## src/rtl/ppwm_pkg.sv

```systemverilog
package ppwm_pkg;

    // Source selected for a channel's output register.
    typedef enum logic [1:0] {
        DRV_LOW  = 2'd0,
        DRV_HIGH = 2'd1,
        DRV_PWM  = 2'd2
    } drive_e;

    function automatic drive_e pick_drive(input logic force_hi, input logic run);
        if (force_hi)
            return DRV_HIGH;
        else if (run)
            return DRV_PWM;
        else
            return DRV_LOW;
    endfunction

endpackage

```

## src/rtl/pwm_prescaler.sv

```systemverilog
module pwm_prescaler #(
    parameter int unsigned DIV_W = 8
) (
    input  logic             clk,
    input  logic             rst_n,
    input  logic             run,
    input  logic [DIV_W-1:0] ratio,
    output logic             tick,
    output logic [DIV_W-1:0] cnt
);

    typedef struct packed {
        logic [DIV_W-1:0] cnt;
    } presc_state_t;

    presc_state_t st_d, st_q;

    always_comb begin
        st_d = st_q;
        tick = 1'b0;
        if (!run) begin
            st_d.cnt = '0;
        end else if (st_q.cnt == ratio) begin
            tick     = 1'b1;
            st_d.cnt = '0;
        end else begin
            st_d.cnt = st_q.cnt + 1'b1;
        end
    end

    always_ff @(posedge clk or negedge rst_n) begin
        if (!rst_n)
            st_q <= '0;
        else
            st_q <= st_d;
    end

    assign cnt = st_q.cnt;

endmodule

```

## src/rtl/pwm_period.sv

```systemverilog
module pwm_period #(
    parameter int unsigned DIV_W  = 8,
    parameter int unsigned STEP_W = 8
) (
    input  logic              clk,
    input  logic              rst_n,
    input  logic              run,
    input  logic              tick,
    input  logic [DIV_W-1:0]  div_in,
    input  logic [STEP_W-1:0] duty_in,
    output logic [STEP_W-1:0] step,
    output logic [STEP_W-1:0] duty_act,
    output logic [DIV_W-1:0]  div_act
);

    localparam logic [STEP_W-1:0] STEP_LAST = '1;

    typedef struct packed {
        logic [STEP_W-1:0] step;
        logic [STEP_W-1:0] duty;
        logic [DIV_W-1:0]  div;
    } period_state_t;

    period_state_t st_d, st_q;
    logic          frame_end;

    always_comb begin
        st_d      = st_q;
        frame_end = tick && (st_q.step == STEP_LAST);
        if (!run) begin
            st_d.step = '0;
            st_d.duty = duty_in;
            st_d.div  = div_in;
        end else if (frame_end) begin
            st_d.step = '0;
            st_d.duty = duty_in;
            st_d.div  = div_in;
        end else if (tick) begin
            st_d.step = st_q.step + 1'b1;
        end
    end

    always_ff @(posedge clk or negedge rst_n) begin
        if (!rst_n)
            st_q <= '0;
        else
            st_q <= st_d;
    end

    assign step     = st_q.step;
    assign duty_act = st_q.duty;
    assign div_act  = st_q.div;

endmodule

```

## src/rtl/pwm_out_stage.sv

```systemverilog
module pwm_out_stage #(
    parameter int unsigned STEP_W = 8
) (
    input  logic              clk,
    input  logic              rst_n,
    input  logic              run,
    input  logic              force_hi,
    input  logic [STEP_W-1:0] step,
    input  logic [STEP_W-1:0] duty,
    output logic              line
);

    import ppwm_pkg::*;

    typedef struct packed {
        logic line;
    } out_state_t;

    out_state_t st_d, st_q;
    drive_e     sel;

    always_comb begin
        st_d = st_q;
        sel  = pick_drive(force_hi, run);
        case (sel)
            DRV_HIGH: st_d.line = 1'b1;
            DRV_PWM:  st_d.line = (step < duty);
            default:  st_d.line = 1'b0;
        endcase
    end

    always_ff @(posedge clk or negedge rst_n) begin
        if (!rst_n)
            st_q <= '0;
        else
            st_q <= st_d;
    end

    assign line = st_q.line;

endmodule

```

## src/rtl/pwm_channel.sv

```systemverilog
module pwm_channel #(
    parameter int unsigned DIV_W  = 8,
    parameter int unsigned STEP_W = 8
) (
    input  logic              clk,
    input  logic              rst_n,
    input  logic              enable,
    input  logic              force_high,
    input  logic [DIV_W-1:0]  div_in,
    input  logic [STEP_W-1:0] duty_in,
    output logic              pwm_out
);

    logic              tick;
    logic [DIV_W-1:0]  presc_q;
    logic [STEP_W-1:0] step_q;
    logic [STEP_W-1:0] act_duty;
    logic [DIV_W-1:0]  act_div;

    pwm_prescaler #(.DIV_W(DIV_W)) i_presc (
        .clk   (clk),
        .rst_n (rst_n),
        .run   (enable),
        .ratio (act_div),
        .tick  (tick),
        .cnt   (presc_q)
    );

    pwm_period #(.DIV_W(DIV_W), .STEP_W(STEP_W)) i_period (
        .clk      (clk),
        .rst_n    (rst_n),
        .run      (enable),
        .tick     (tick),
        .div_in   (div_in),
        .duty_in  (duty_in),
        .step     (step_q),
        .duty_act (act_duty),
        .div_act  (act_div)
    );

    pwm_out_stage #(.STEP_W(STEP_W)) i_out (
        .clk      (clk),
        .rst_n    (rst_n),
        .run      (enable),
        .force_hi (force_high),
        .step     (step_q),
        .duty     (act_duty),
        .line     (pwm_out)
    );

endmodule

```

## src/rtl/panel_pwm_dual.sv

```systemverilog
module panel_pwm_dual #(
    parameter int unsigned NUM_CH = 2,
    parameter int unsigned DIV_W  = 8,
    parameter int unsigned STEP_W = 8
) (
    input  logic                     clk,
    input  logic                     rst_n,
    input  logic [NUM_CH-1:0]        chan_en,
    input  logic [NUM_CH-1:0]        chan_force,
    input  logic [NUM_CH*DIV_W-1:0]  chan_div,
    input  logic [NUM_CH*STEP_W-1:0] chan_duty,
    output logic [NUM_CH-1:0]        pwm_out
);

    for (genvar g = 0; g < NUM_CH; g++) begin : g_ch
        pwm_channel #(.DIV_W(DIV_W), .STEP_W(STEP_W)) i_ch (
            .clk        (clk),
            .rst_n      (rst_n),
            .enable     (chan_en[g]),
            .force_high (chan_force[g]),
            .div_in     (chan_div[g*DIV_W +: DIV_W]),
            .duty_in    (chan_duty[g*STEP_W +: STEP_W]),
            .pwm_out    (pwm_out[g])
        );
    end

endmodule

```

## config.mk

```make
export PLATFORM = sky130hd
export DESIGN_NAME = panel_pwm_dual
export DESIGN_NICKNAME = d
export VERILOG_FILES = /design/src/rtl/ppwm_pkg.sv /design/src/rtl/pwm_prescaler.sv /design/src/rtl/pwm_period.sv /design/src/rtl/pwm_out_stage.sv /design/src/rtl/pwm_channel.sv /design/src/rtl/panel_pwm_dual.sv
export SDC_FILE = /design/constraint.sdc
export NUM_CORES = 1
export LEC_CHECK = 0
export ABC_AREA = 1
export BUFFER_PORTS_ARGS = -buffer_cell sky130_fd_sc_hd__buf_2
export CAP_MARGIN = 20
export CORE_MARGIN = 1.5
export CORE_UTILIZATION = 59
export DETAILED_ROUTE_END_ITERATION = 8
export PLACE_DENSITY = 0.85
export SLEW_MARGIN = 20
export SYNTH_ARGS = -nofsm -noshare
export SYNTH_HDL_FRONTEND = slang
export SYNTH_HIERARCHICAL = 1
export SYNTH_SLANG_ARGS = --single-unit
```

## constraint.sdc

```tcl
create_clock -name clk -period 1.95 [get_ports clk]
set_input_delay 0.2925 -clock clk [delete_from_list [all_inputs] [get_ports clk]]
set_output_delay 0.2925 -clock clk [all_outputs]
set_load 0.05 [all_outputs]
```

==> key figures <==
Worst setup path
  • CP delay by family, top: simple AND/OR/NAND/NOR gates
  • CP max FO: 11
  • RR Endpoint: g_ch[1].i_ch/i_period/duty_act[6]$_DFFE_PN0P_
  • R2R Path Start: g_ch[1].i_ch/i_presc/cnt[2]$_DFF_PN0_
  • Worst Reg-to-Reg Cells: 10
  • CP peak stage delay: 430 ps
  • Crit path buf inv count: 2
  • Worst setup path class: reg2reg
  • Critical-path cell list: xnor2_1, nand2_1, nor2_1, nand2_2, nor2_1, buf_4, nand3_4, buf_6, nand3_1, nand2_1
  • Slack of the worst reg-to-reg path: 160 ps
  • Slowest stage cell, crit path: dfrtp_1
  • Crit end category: flip-flop
  • Startpoint types: flip-flop
  • Worst Path Required: 2180 ps
  • Crit path DAT: 2020 ps

Routing
  • Via density: 5.19
  • WL/cell: 12.9 um
  • Final WL: 8020 um
  • Detailed Routing Iterations Pass 1: 4
  • Via Count: 3,226
  • Remaining DRCs: 0
  • Routed Antenna Nets: 0
  • Drt first-iter violations: 304

GRT
  • Vias in the first global route: 3,262
  • Antenna violations before repair: 0
  • Total gr overflow: 0
  • Total Routing Usage GR: 25.0%
  • First-pass GRT wire length: 14,100 um
  • Pin count of the biggest net entering global routing: 67

STA
  • Slew at the pin closest to its max-slew limit: 369 ps
  • Max-slew violation count: 0
  • Fin Clk Skew: 8.18 ps
  • Clock period minus worst slack: 1790 ps
  • Final setup vio count: 0
  • Post-Route Setup TNS: 0 ps
  • Period utilization: 91.6%
  • Hold_ws: 137 ps
  • RSZ-0062 raised after global routing: no
  • Setup slack after layout: 164 ps
  • Fin. Hold Viols: 0
  • F_max: 560 MHz
  • Rel. slew slack: 75.3%

Finish
  • Layout area overhead: 14.5%
  • Layout net count: 598
  • Proportion of layout cells with a drive suffix above 1: 16.3%
  • Number of diodes: 0
  • Fillers: 450
  • Area of the multi-input gates: 1810 um2
  • Register area: 1650 um2
  • Final Util: 71.2%

Power
  • P_leak: 2.32 nW
  • Maximum vdd drop: 532 uV
  • PD cells: 693 nW/um2

Floorplanning
  • Ports: 40
  • Initial core utilization: 62.2%
  • Row count: 28
  • Core area: 6060 um2
  • Die width: 82.9 um
  • Die Y: 82.9 um
  • DIE AREA: 6880 um2

Synth
  • Distinct cell type count after synthesis: 19
  • Avg Inst Size Synth: 7.66 um2
  • Post-Syn Nets: 548
  • YS warnings: 6
  • Synth Cell Area: 3770 um2
  • Post-synthesis sequential area ratio: 43.8%
  • Number of register bits inferred by synthesis: 66
  • Post-Syn Instances: 492

Placement
  • Final Wtd Congestion: 0.870
  • Port bufs: 39
  • DP HPWL: 5560 um
  • Worst slack, placed: 144 ps

Clocking
  • Clk slew on worst S/H paths: 70 ps
  • CTS tree: built
  • Clk Latency, worst-skew pair: 350 ps
  • Bufs on Longest Clock Path: 2
  • H-tree Lvls: 3
  • Clock Sinks: 66
  • Total CTS buffers: 9
  • CTS root buffer: clkbuf_8

Outcome
  • Status: complete, no violations

Hold path
  • Cell count of the worst hold path: 3
  • Hold Crit Class: in2reg
  • Hold EP: g_ch[1].i_ch/i_period/duty_act[7]$_DFFE_PN0P_
  • Min-Delay Startpoint: chan_duty[15]

Run
  • Max cap viols: 0
## logic make-up after synthesis
family	after synthesis	share of synthesized area, %
buf+inv	80	9.16
fa+ha+maj	18	5.98
xor+xnor	16	3.72
flops	66	43.8
simple gates	294	34.7
compound gates	18	2.66
## worst min-delay path: stages
cell and delay (ps):
buf_2 80, nand2_1 40, nand2_1 40
## sequential cells by signal, indices dropped and copies added, names as in the netlist
| name | count |
|---|---|
| g_ch.i_ch/i_out/line | 2 |
| g_ch.i_ch/i_period/duty_act | 16 |
| g_ch.i_ch/i_period/div_act | 16 |
| g_ch.i_ch/i_presc/cnt | 16 |
| g_ch.i_ch/i_period/step | 16 |
## area by class of cell
cell class                 count  share of cell area (%)
multi-input combinational    347                    42.0
sequential                    66                    38.3
timing repair buffer          48                    6.82
inverter                      70                    6.09
clock buffer                  15                    4.55
tap                           75                    2.18
clock inverter                 1                   0.116
## repair_timing
action | 4_1_cts | 5_1_grt
endpoints found under the hold margin | 66 | 0
resized for setup | 0 | 7
hold buffers | 1 | 0
buffers inserted | 0 | 2
endpoints found under the setup margin | 0 | 32
## placed cells by master, fill, tap and decap left out
cell type	Yosys	routed
nand2_1	162	160
inv_1	70	70
dfrtp_1	66	66
nand3_1	54	54
nor2_1	54	52
buf_2	0	39
ha_1	18	18
clkbuf_8	0	14
nand2_2	8	10
xnor2_1	10	10
o21ai_0	8	8
a21oi_1	6	6
nor3_2	6	6
xor2_1	6	6
buf_4	0	5
a21o_1	4	4
nand2_4	4	3
nor2_4	2	2
nand3_4	2	2
nand2_8	0	2
nand4_1	2	2
nor2_2	0	2
buf_12	0	2
clkinv_2	0	1
clkbuf_1	4	1
buf_6	6	1
dlygate4sd3_1	0	1
## how the worst max path moves through the flow
| stage | start | to | slack [ps] | depth (start not counted) |
|---|---|---|---|---|
| detailed placement | g_ch[0].i_ch/i_presc/cnt[5]$_DFF_PN0_ | g_ch[0].i_ch/i_period/div_act[1]$_DFFE_PN0P_ | 140 | 12 |
| finish | g_ch[1].i_ch/i_presc/cnt[2]$_DFF_PN0_ | g_ch[1].i_ch/i_period/duty_act[6]$_DFFE_PN0P_ | 160 | 10 |
| CTS | g_ch[0].i_ch/i_presc/cnt[5]$_DFF_PN0_ | g_ch[0].i_ch/i_period/step[5]$_DFFE_PN0P_ | 100 | 13 |
| global route | g_ch[1].i_ch/i_presc/cnt[5]$_DFF_PN0_ | g_ch[1].i_ch/i_period/duty_act[6]$_DFFE_PN0P_ | 1 | 12 |
| floorplan | g_ch[0].i_ch/i_presc/cnt[5]$_DFF_PN0_ | g_ch[0].i_ch/i_period/step[5]$_DFFE_PN0P_ | 260 | 12 |
| global placement | g_ch[0].i_ch/i_presc/cnt[5]$_DFF_PN0_ | g_ch[0].i_ch/i_period/step[7]$_DFFE_PN0P_ | 210 | 11 |
## layer usage
layer / track usage [%] / vias up / wire length [um]
li1: - / 1620 / -
met1: 30.9 / 1505 / 3540
met2: 42.1 / 90 / 4030
met3: 5.27 / 11 / 342
met4: 11.7 / 0 / 115
met5: 0 / - / 0
## through the flow
stage	instances	power [mW]	cell area (um2)
floorplan	492	1.74	3770
global placement	602	1.85	4030
detailed placement	602	1.87	4030
CTS	619	3.01	4240
global route	622	3.15	4310
finish	622	2.99	4310
## cells in the mapped netlist
library cell | count | area (um2)
xor2_1 | 6 | 52.6
nand2_2 | 8 | 50.1
ha_1 | 18 | 225
clkbuf_1 | 4 | 15.0
nand3_4 | 2 | 35.0
dfrtp_1 | 66 | 1650
a21oi_1 | 6 | 30.0
xnor2_1 | 10 | 87.6
nand2_4 | 4 | 45.0
nand2_1 | 162 | 608
a21o_1 | 4 | 30.0
inv_1 | 70 | 263
o21ai_0 | 8 | 40.0
nand4_1 | 2 | 12.5
nor2_4 | 2 | 22.5
buf_6 | 6 | 67.6
nor2_1 | 54 | 203
nand3_1 | 54 | 270
nor3_2 | 6 | 60.1
## report_power, final
group / total, mW / internal [mW] / switching, mW
logic: 0.347 / 0.139 / 0.209
registers: 1.50 / 1.44 / 0.0598
clock network: 1.14 / 0.635 / 0.505
total: 2.99 / 2.22 / 0.773
Note: power is estimated with default switching activity, not from simulation.
